**src/rtl/hostreq_pkg.sv**
```systemverilog
package hostreq_pkg;

    localparam int REG_W     = 8;
    localparam int RXE_B     = 0;
    localparam int TXE_B     = 1;
    localparam int RSV_B     = 2;
    localparam int HF0_B     = 3;
    localparam int HF1_B     = 4;
    localparam int MODE_LO_B = 5;
    localparam int MODE_W    = 2;
    localparam int PAD_B     = 7;
    localparam int ST_HF0_B  = 3;
    localparam int ST_HF1_B  = 4;

    localparam logic [REG_W-1:0] RD_MASK =
        REG_W'((1 << RXE_B) | (1 << TXE_B) | (1 << HF0_B) | (1 << HF1_B) |
               (((1 << MODE_W) - 1) << MODE_LO_B));

    typedef enum logic [MODE_W-1:0] {
        MODE_IRQ  = 2'b00,
        MODE_DMA1 = 2'b01,
        MODE_DMA2 = 2'b10,
        MODE_DMA3 = 2'b11
    } xfer_mode_e;

    typedef enum logic [1:0] {
        DIR_NONE = 2'b00,
        DIR_RX   = 2'b01,
        DIR_TX   = 2'b10,
        DIR_BAD  = 2'b11
    } dma_dir_e;

    typedef struct packed {
        xfer_mode_e mode;
        logic       hf1;
        logic       hf0;
        logic       tx_en;
        logic       rx_en;
    } ctrl_t;

    function automatic ctrl_t ctrl_from_word(input logic [REG_W-1:0] w);
        ctrl_t c;
        c.mode  = xfer_mode_e'(w[MODE_LO_B +: MODE_W]);
        c.hf1   = w[HF1_B];
        c.hf0   = w[HF0_B];
        c.tx_en = w[TXE_B];
        c.rx_en = w[RXE_B];
        return c;
    endfunction

    function automatic logic [REG_W-1:0] ctrl_to_word(input ctrl_t c);
        logic [REG_W-1:0] w;
        w                        = '0;
        w[RXE_B]                 = c.rx_en;
        w[TXE_B]                 = c.tx_en;
        w[HF0_B]                 = c.hf0;
        w[HF1_B]                 = c.hf1;
        w[MODE_LO_B +: MODE_W]   = c.mode;
        return w;
    endfunction

    function automatic dma_dir_e dma_dir(input ctrl_t c);
        return dma_dir_e'({c.tx_en, c.rx_en});
    endfunction

    function automatic logic irq_level(input ctrl_t c, input logic rxf, input logic txe);
        return (c.rx_en & rxf) | (c.tx_en & txe);
    endfunction

endpackage

```
**src/rtl/hostreq_ctrl_reg.sv**
```systemverilog
module hostreq_ctrl_reg
    import hostreq_pkg::*;
(
    input  logic             clk,
    input  logic             rst,
    input  logic             clr_soft,
    input  logic             host_wr,
    input  logic [REG_W-1:0] host_wdata,
    output ctrl_t            ctrl_q,
    output logic [REG_W-1:0] host_rdata
);

    always_ff @(posedge clk) begin
        if (rst || clr_soft) begin
            ctrl_q <= '0;
        end else if (host_wr) begin
            ctrl_q <= ctrl_from_word(host_wdata);
        end
    end

    always_comb begin
        host_rdata = ctrl_to_word(ctrl_q);
    end

    AST_READBACK: assert property (@(posedge clk) disable iff (rst)
        (host_wr && !clr_soft) |=> (host_rdata == ($past(host_wdata) & RD_MASK)));

    AST_FLAGS_HOST_ONLY: assert property (@(posedge clk) disable iff (rst)
        (!host_wr && !clr_soft) |=> $stable({ctrl_q.hf1, ctrl_q.hf0}));

    AST_SOFT_CLEAR: assert property (@(posedge clk) disable iff (rst)
        clr_soft |=> (host_rdata == '0));

endmodule

```
**src/rtl/hostreq_req_gen.sv**
```systemverilog
module hostreq_req_gen
    import hostreq_pkg::*;
(
    input  logic  clk,
    input  logic  rst,
    input  logic  clr_soft,
    input  ctrl_t ctrl,
    input  logic  rx_full,
    input  logic  tx_empty,
    output logic  req_n_q,
    output logic  err_q
);

    dma_dir_e dir;
    logic     dma_on;
    logic     want;
    logic     bad;

    always_comb begin
        dir    = dma_dir(ctrl);
        dma_on = (ctrl.mode != MODE_IRQ);
        bad    = dma_on && (dir == DIR_BAD);
        if (!dma_on) begin
            want = irq_level(ctrl, rx_full, tx_empty);
        end else begin
            unique case (dir)
                DIR_RX:  want = rx_full;
                DIR_TX:  want = tx_empty;
                default: want = 1'b0;
            endcase
        end
    end

    always_ff @(posedge clk) begin
        if (rst || clr_soft) begin
            req_n_q <= 1'b1;
            err_q   <= 1'b0;
        end else begin
            req_n_q <= ~want;
            if (bad) begin
                err_q <= 1'b1;
            end
        end
    end

    AST_POLL_QUIET: assert property (@(posedge clk) disable iff (rst)
        (ctrl.mode == MODE_IRQ && !ctrl.rx_en && !ctrl.tx_en) |=> req_n_q);

    AST_DMA_RX: assert property (@(posedge clk) disable iff (rst)
        (!clr_soft && ctrl.mode != MODE_IRQ && ctrl.rx_en && !ctrl.tx_en && rx_full) |=> !req_n_q);

    AST_ILLEGAL_HOLD: assert property (@(posedge clk) disable iff (rst)
        (!clr_soft && ctrl.mode != MODE_IRQ && ctrl.rx_en && ctrl.tx_en) |=> (req_n_q && err_q));

    AST_ERR_STICKY: assert property (@(posedge clk) disable iff (rst)
        (err_q && !clr_soft) |=> err_q);

endmodule

```
**src/rtl/hostreq_flag_mirror.sv**
```systemverilog
module hostreq_flag_mirror
    import hostreq_pkg::*;
(
    input  ctrl_t            ctrl,
    output logic [REG_W-1:0] cpu_status
);

    for (genvar i = 0; i < REG_W; i++) begin : g_bit
        if (i == ST_HF0_B) begin : g_hf0
            assign cpu_status[i] = ctrl.hf0;
        end else if (i == ST_HF1_B) begin : g_hf1
            assign cpu_status[i] = ctrl.hf1;
        end else begin : g_zero
            assign cpu_status[i] = 1'b0;
        end
    end

endmodule

```
**src/rtl/hostreq_ctrl.sv**
```systemverilog
module hostreq_ctrl
    import hostreq_pkg::*;
(
    input  logic             clk,
    input  logic             rst,
    input  logic             sw_rst,
    input  logic             port_rst,
    input  logic             stop_rst,
    input  logic             host_wr,
    input  logic [REG_W-1:0] host_wdata,
    output logic [REG_W-1:0] host_rdata,
    input  logic             cpu_wr,
    input  logic [REG_W-1:0] cpu_wdata,
    output logic [REG_W-1:0] cpu_status,
    input  logic             rx_full,
    input  logic             tx_empty,
    output logic             req_n,
    output logic             cfg_err
);

    logic  clr_soft;
    ctrl_t ctrl_q;

    assign clr_soft = sw_rst | port_rst | stop_rst;

    hostreq_ctrl_reg u_reg (
        .clk        (clk),
        .rst        (rst),
        .clr_soft   (clr_soft),
        .host_wr    (host_wr),
        .host_wdata (host_wdata),
        .ctrl_q     (ctrl_q),
        .host_rdata (host_rdata)
    );

    hostreq_req_gen u_req (
        .clk      (clk),
        .rst      (rst),
        .clr_soft (clr_soft),
        .ctrl     (ctrl_q),
        .rx_full  (rx_full),
        .tx_empty (tx_empty),
        .req_n_q  (req_n),
        .err_q    (cfg_err)
    );

    hostreq_flag_mirror u_mir (
        .ctrl       (ctrl_q),
        .cpu_status (cpu_status)
    );

    AST_MIRROR_HF: assert property (@(posedge clk) disable iff (rst)
        (cpu_status[ST_HF0_B] == host_rdata[HF0_B]) &&
        (cpu_status[ST_HF1_B] == host_rdata[HF1_B]));

    AST_CPU_NOWRITE: assert property (@(posedge clk) disable iff (rst)
        (cpu_wr && !host_wr && !clr_soft && (cpu_wdata != cpu_status)) |=> $stable(cpu_status));

    AST_RST_QUIET: assert property (@(posedge clk)
        $past(rst) |-> (req_n && !cfg_err && host_rdata == '0));

endmodule

```
**config.mk**
```make
export PLATFORM = sky130hd
export DESIGN_NAME = hostreq_ctrl
export DESIGN_NICKNAME = d
export VERILOG_FILES = /design/src/rtl/hostreq_pkg.sv /design/src/rtl/hostreq_ctrl_reg.sv /design/src/rtl/hostreq_req_gen.sv /design/src/rtl/hostreq_flag_mirror.sv /design/src/rtl/hostreq_ctrl.sv
export SDC_FILE = /design/constraint.sdc
export NUM_CORES = 1
export LEC_CHECK = 0
export CAP_MARGIN = 15
export CELL_PAD_IN_SITES_DETAIL_PLACEMENT = 1
export CELL_PAD_IN_SITES_GLOBAL_PLACEMENT = 1
export CORE_ASPECT_RATIO = 0.7
export CORE_UTILIZATION = 18
export DETAILED_ROUTE_END_ITERATION = 16
export GPL_TIMING_DRIVEN = 0
export PLACE_DENSITY = 0.75
export RECOVER_POWER = 100
export REMOVE_ABC_BUFFERS = 1
export SYNTH_ARGS = -nofsm -noshare
export SYNTH_HDL_FRONTEND = slang
export SYNTH_SLANG_ARGS = --single-unit
export TNS_END_PERCENT = 1
```
**constraint.sdc**
```tcl
create_clock -name clk -period 1.6 [get_ports clk]
set_input_delay 0.4 -clock clk [delete_from_list [all_inputs] [get_ports clk]]
set_output_delay 0.4 -clock clk [all_outputs]
set_load 0.03 [all_outputs]
```
======== Yosys cells after proc, flatten, opt, wreduce, memory -nomap -nowiden ========
Index checks and enable logic that the tools add are counted.
storage, ports and cells
  bits in read-only memories .............. 0
  memories kept ........................... 0
  bits in latches ......................... 0
  register bits ........................... 8
  input bits .............................. 25
  RAM bits ................................ 0
  output and inout port bits .............. 18
cells by class
  $lt $le $gt $ge ......................... 0
  $add $sub $neg .......................... 0
  div/mod/pow operators ................... 0
  shifts and indexed selects .............. 0
  multiply operators ...................... 0
  reduce and logical (&&, ||, !) cells .... 3
  mux-type cells .......................... 2
  bitwise logic cells ..................... 6
  eq/ne operators ......................... 3
operator list
  kind                                                 count
  equality test 2 bit, second input constant           2
  bitwise OR 1 bit                                     3
  AND 1 bit                                            2
  equality test 2 x 1 -> 1 bit, second input constant  1
  one-hot mux 1 bit (2 select lines)                   1
  nonzero test 2 bit                                   1
  logical AND 1 bit                                    1
  logical OR 1 bit                                     1
  two-way mux 1 bit                                    1
  NOT 1 bit                                            1

======== Longest topological paths before layout ========
  depth after elaboration ................. 4
  depth in mapped cells ................... 5

======== Hierarchy ========
A second synthesis with hierarchy kept.
second synthesis, totals
  cells, all modules ...................... 56
  area, all modules ....................... 489.2 um^2
modules (own cells, without submodules)
  module               area an instance (um^2)  cells each  instances
  hostreq_ctrl_reg     282.8                    30          1
  hostreq_req_gen      136.4                    16          1
  hostreq_flag_mirror  63.8                     9           1
  hostreq_ctrl         6.3                      1           1

======== Worst setup path after synthesis ========
OpenSTA, ideal clock, no wires.
  path kind ............................... input to register
  start point ............................. input port stop_rst
  end point ............................... register u_req.req_n_q
  data required time ...................... 1.480 ns
  buffers on the path ..................... 1
  arrival time ............................ 1.228 ns
  path slack .............................. 0.252 ns
  stages on the path ...................... 3
  path through ............................ or4_1 > clkbuf_1 > o21bai_1
on the way
  cells in the longest elaborated chain, start to end .. 2
RTL lines
  item                  line                   source
  start, declared       hostreq_ctrl.sv:8      input logic stop_rst,
  bitwise OR 1 bit      hostreq_ctrl.sv:24     assign clr_soft = sw_rst | port_rst | stop_rst;
  logical OR 1 bit      hostreq_req_gen.sv:35  if (rst || clr_soft) begin
  end signal, assigned  hostreq_req_gen.sv:39  req_n_q <= ~want;
  end, declared         hostreq_req_gen.sv:10  output logic req_n_q,
No other way between the ends.
A chain may end at the register's enable or synchronous reset.

======== Worst setup path after layout ========
  start point ............................. register, netlist name u_reg.ctrl_q[0]
  end point ............................... output port host_rdata[0]
RTL lines
  item           line                source
  end, declared  hostreq_ctrl.sv:11  output logic [REG_W-1:0] host_rdata,
No word-level cell between the ends.

==> results.yml <==
status:
  run_status: "completed"
routing:
  routed_wirelength_um: 957
  drt-vias-per-instance: 3.68
  detailroute.via_count: 372
  drt-wirelength-per-cell_um: 9.48
  detail_route.iter0.violations: 3
  drc: 0
  drt.antenna.violating_nets: 0
  drtPass1Iterations: 2
setup_path:
  crit_type: "flip-flop to output port"
  worst-path-buf-inv: 1
  reg2reg_from: "u_reg.ctrl_q[0]"
  cp_top_family: "buffers and inverters"
  setup.reg_to_reg.worst_slack_ns: 0.41
  critPathCapture: "host_rdata[0]"
  setup.worst_path.start: "u_reg.ctrl_q[0]"
  slowest_delay_ns: 0.43
  timing.critical_path.depth: 1
  critical_path_arrival_ns: 1.10
  end_kind: "output port"
  worstPathMaxFanout: 6
  worstPathCellList: "dlygate4sd2_1"
  crit_required_ns: 1.20
  critPathLaunchType: "flip-flop"
  timing.reg2reg.worst_path_depth: 4
  critPathSlowestCell: "sky130_fd_sc_hd__dlygate4sd2_1"
  crit-reg2reg-capture: "u_req.req_n_q"
layout:
  layout.filler_cells: 272
  final_cells: 101
  drive_above_1_share: 0.0580
  design.final.nets: 99
  finalCoreUtilization: 0.299
  design_area_um2: 659
  num_antenna_cells: 0
  seqCellArea_um2: 160
  syn2layout_area_growth_pct: 52.8
  area_of_combinational_cells_with_multiple_inputs_um2: 208
clocking:
  numCtsBuffers: 3
  clk_root_buffer_cell: "sky130_fd_sc_hd__clkbuf_4"
  h-tree-depth: 1
  clock-sinks: 8
  clock_latency_ns: 0.25
  cts-root-to-sink-buffers: 2
  cts_hold_buffers: 0
  cts_tree: "done"
  clk_pin_slew_worst_paths_ns: 0.05
power_and_ir_drop:
  power.leakage_nw: 0.314
  combinationalPowerShare: 0.186
  cell_pwr_density_nw_per_um2: 659
  power.share.sequential: 0.467
  total_power_uw: 435
  ir_drop_mv: 0.222
  clockPowerShare: 0.347
  p_sw_frac: 0.253
  p_sw_uw: 110
  cellInternalPower_uw: 325
placed_design:
  dpl.cell_count: 98
  dp_slack_ns: -0.233
  post-dp-hpwl_um: 817
  gp_congestion: 0.621
  placed_area_um2: 646
  number_of_i_o_port_buffers: 23
synth:
  yosysWarningCount: 0
  netlist_top_cells_area: "sky130_fd_sc_hd__dfxtp_1 37%, sky130_fd_sc_hd__buf_4 17%, sky130_fd_sc_hd__mux2i_1 14%"
  syn_area_per_cell_um2: 8.99
  proportion_of_netlist_area_held_by_the_largest_area_contributor: 0.371
  syn_inst: 48
  cell_area_after_technology_mapping_um2: 432
  synth_seq_area_share: 0.371
  yosys_register_bits: 8
  synth.distinct_cells: 14
  netlist.top_cell.by_area: "sky130_fd_sc_hd__dfxtp_1"
timing:
  rsz0062_at_grt: "no"
  finalHoldViolations: 0
  period_minus_slack_ns: 1.50
  whs_ns: 0.451
  timing.final.crit_share: 0.937
  fin_ws_ns: 0.100
  achievable-frequency_mhz: 667
  fin_skew_ns: 0.000551
  endpoints_failing_setup: 0
  tns_ns: 0
  fin_max_slew_vios: 0
floorplan:
  die_area_um2: 2600
  fp-row-count: 14
  initial_core_util: 0.196
  top_level_ports: 43
  fp.dieW_um: 60.5
  fp.coreArea_um2: 2210
  die_h_um: 43.0
global_route:
  grt_pass1_vias: 354
  grt_first_pass_wirelength_um: 1460
  maximum_number_of_pins_on_one_net_before_global_route_repair: 9
  initial_antenna_violation_count: 0
  global_route.usage.total: 0.0813
  grt_overflow: 0
job:
  max-cap-violations: 0
worst_hold_path:
  holdCritPathClass: "flip-flop to flip-flop"
final cells by class:
| type | count | area share |
|---|---|---|
| flip-flops and latches | 8 | 0.243 |
| well taps | 32 | 0.0607 |
| inverters | 3 | 0.0171 |
| clock buffers | 3 | 0.0342 |
| multi-input cells | 32 | 0.315 |
| repair buffers | 23 | 0.330 |
power by group through the flow:
stage               sequential, mW  combinational (mW)  clock, mW
floorplan                    0.211              0.0358          0
global placement             0.207              0.0801          0
detailed placement           0.207              0.0818          0
CTS                          0.203              0.0804      0.159
global route                 0.203              0.0857      0.167
finish                       0.203              0.0810      0.151
registers in the layout (all words and copies together) (netlist names):
signal         flops
u_req.req_n_q      1
u_req.err_q        1
u_reg.ctrl_q       6
kinds of logic after synthesis:
kind of cell               Yosys count  synth area share
adders and majority gates            3            0.0870
other                                1           0.00869
AOI/OAI and AO/OA                    5            0.0753
muxes                                6             0.139
and+or+nand+nor                     10             0.101
buffers and inverters               15             0.217
DFF                                  8             0.371
how the worst min path moves through the flow:
stage / from / to / slack [ns] / cells past startpoint
5_1_grt: u_req.err_q / u_req.err_q / 0.48 / 2
2_1_floorplan: host_wdata[0] / u_reg.ctrl_q[0] / 0.55 / 2
6_report: u_req.err_q / u_req.err_q / 0.45 / 2
3_3_place_gp: u_req.err_q / u_req.err_q / 0.44 / 2
4_1_cts: u_req.err_q / u_req.err_q / 0.46 / 2
3_5_place_dp: u_req.err_q / u_req.err_q / 0.46 / 2
cell usage after synthesis:
cell type and n:
sky130_fd_sc_hd__inv_1 3, sky130_fd_sc_hd__or4_1 1, sky130_fd_sc_hd__conb_1 1, sky130_fd_sc_hd__dfxtp_1 8
sky130_fd_sc_hd__a22oi_1 2, sky130_fd_sc_hd__a21oi_1 1, sky130_fd_sc_hd__clkbuf_1 2, sky130_fd_sc_hd__o21ai_0 1
sky130_fd_sc_hd__o21bai_1 1, sky130_fd_sc_hd__nor2_1 7, sky130_fd_sc_hd__buf_4 10, sky130_fd_sc_hd__mux2i_1 6
sky130_fd_sc_hd__nor3_1 2, sky130_fd_sc_hd__ha_1 3
layer usage:
layer | vias to the layer above | routed length, µm | GRT usage | part of all wire
met3 | 2 | 77 | 0.0579 | 0.080
li1 | 181 | - | - | -
met5 | - | 0 | 0 | 0
met4 | 0 | 14 | 0.0364 | 0.015
met2 | 18 | 522 | 0.136 | 0.55
met1 | 171 | 341 | 0.0738 | 0.36
layout by cell type (no fill, tap or decap), drive strengths merged:
| cell type | n |
|---|---|
| a21oi | 1 |
| nor2 | 7 |
| o21bai | 1 |
| clkdlybuf4s50 | 13 |
| or4 | 1 |
| conb | 8 |
| dlygate4sd2 | 10 |
| clkbuf | 3 |
| dfxtp | 8 |
| a22oi | 2 |
| nor3 | 2 |
| ha | 3 |
| mux2i | 6 |
| inv | 3 |
| o21ai | 1 |
timing repair:
item	CTS	global route
resized for setup	10	1
endpoints found under the setup margin	10	1
hold endpoints to repair	0	0
setup buffers	0	0
Power figures use the tool's default switching activity.
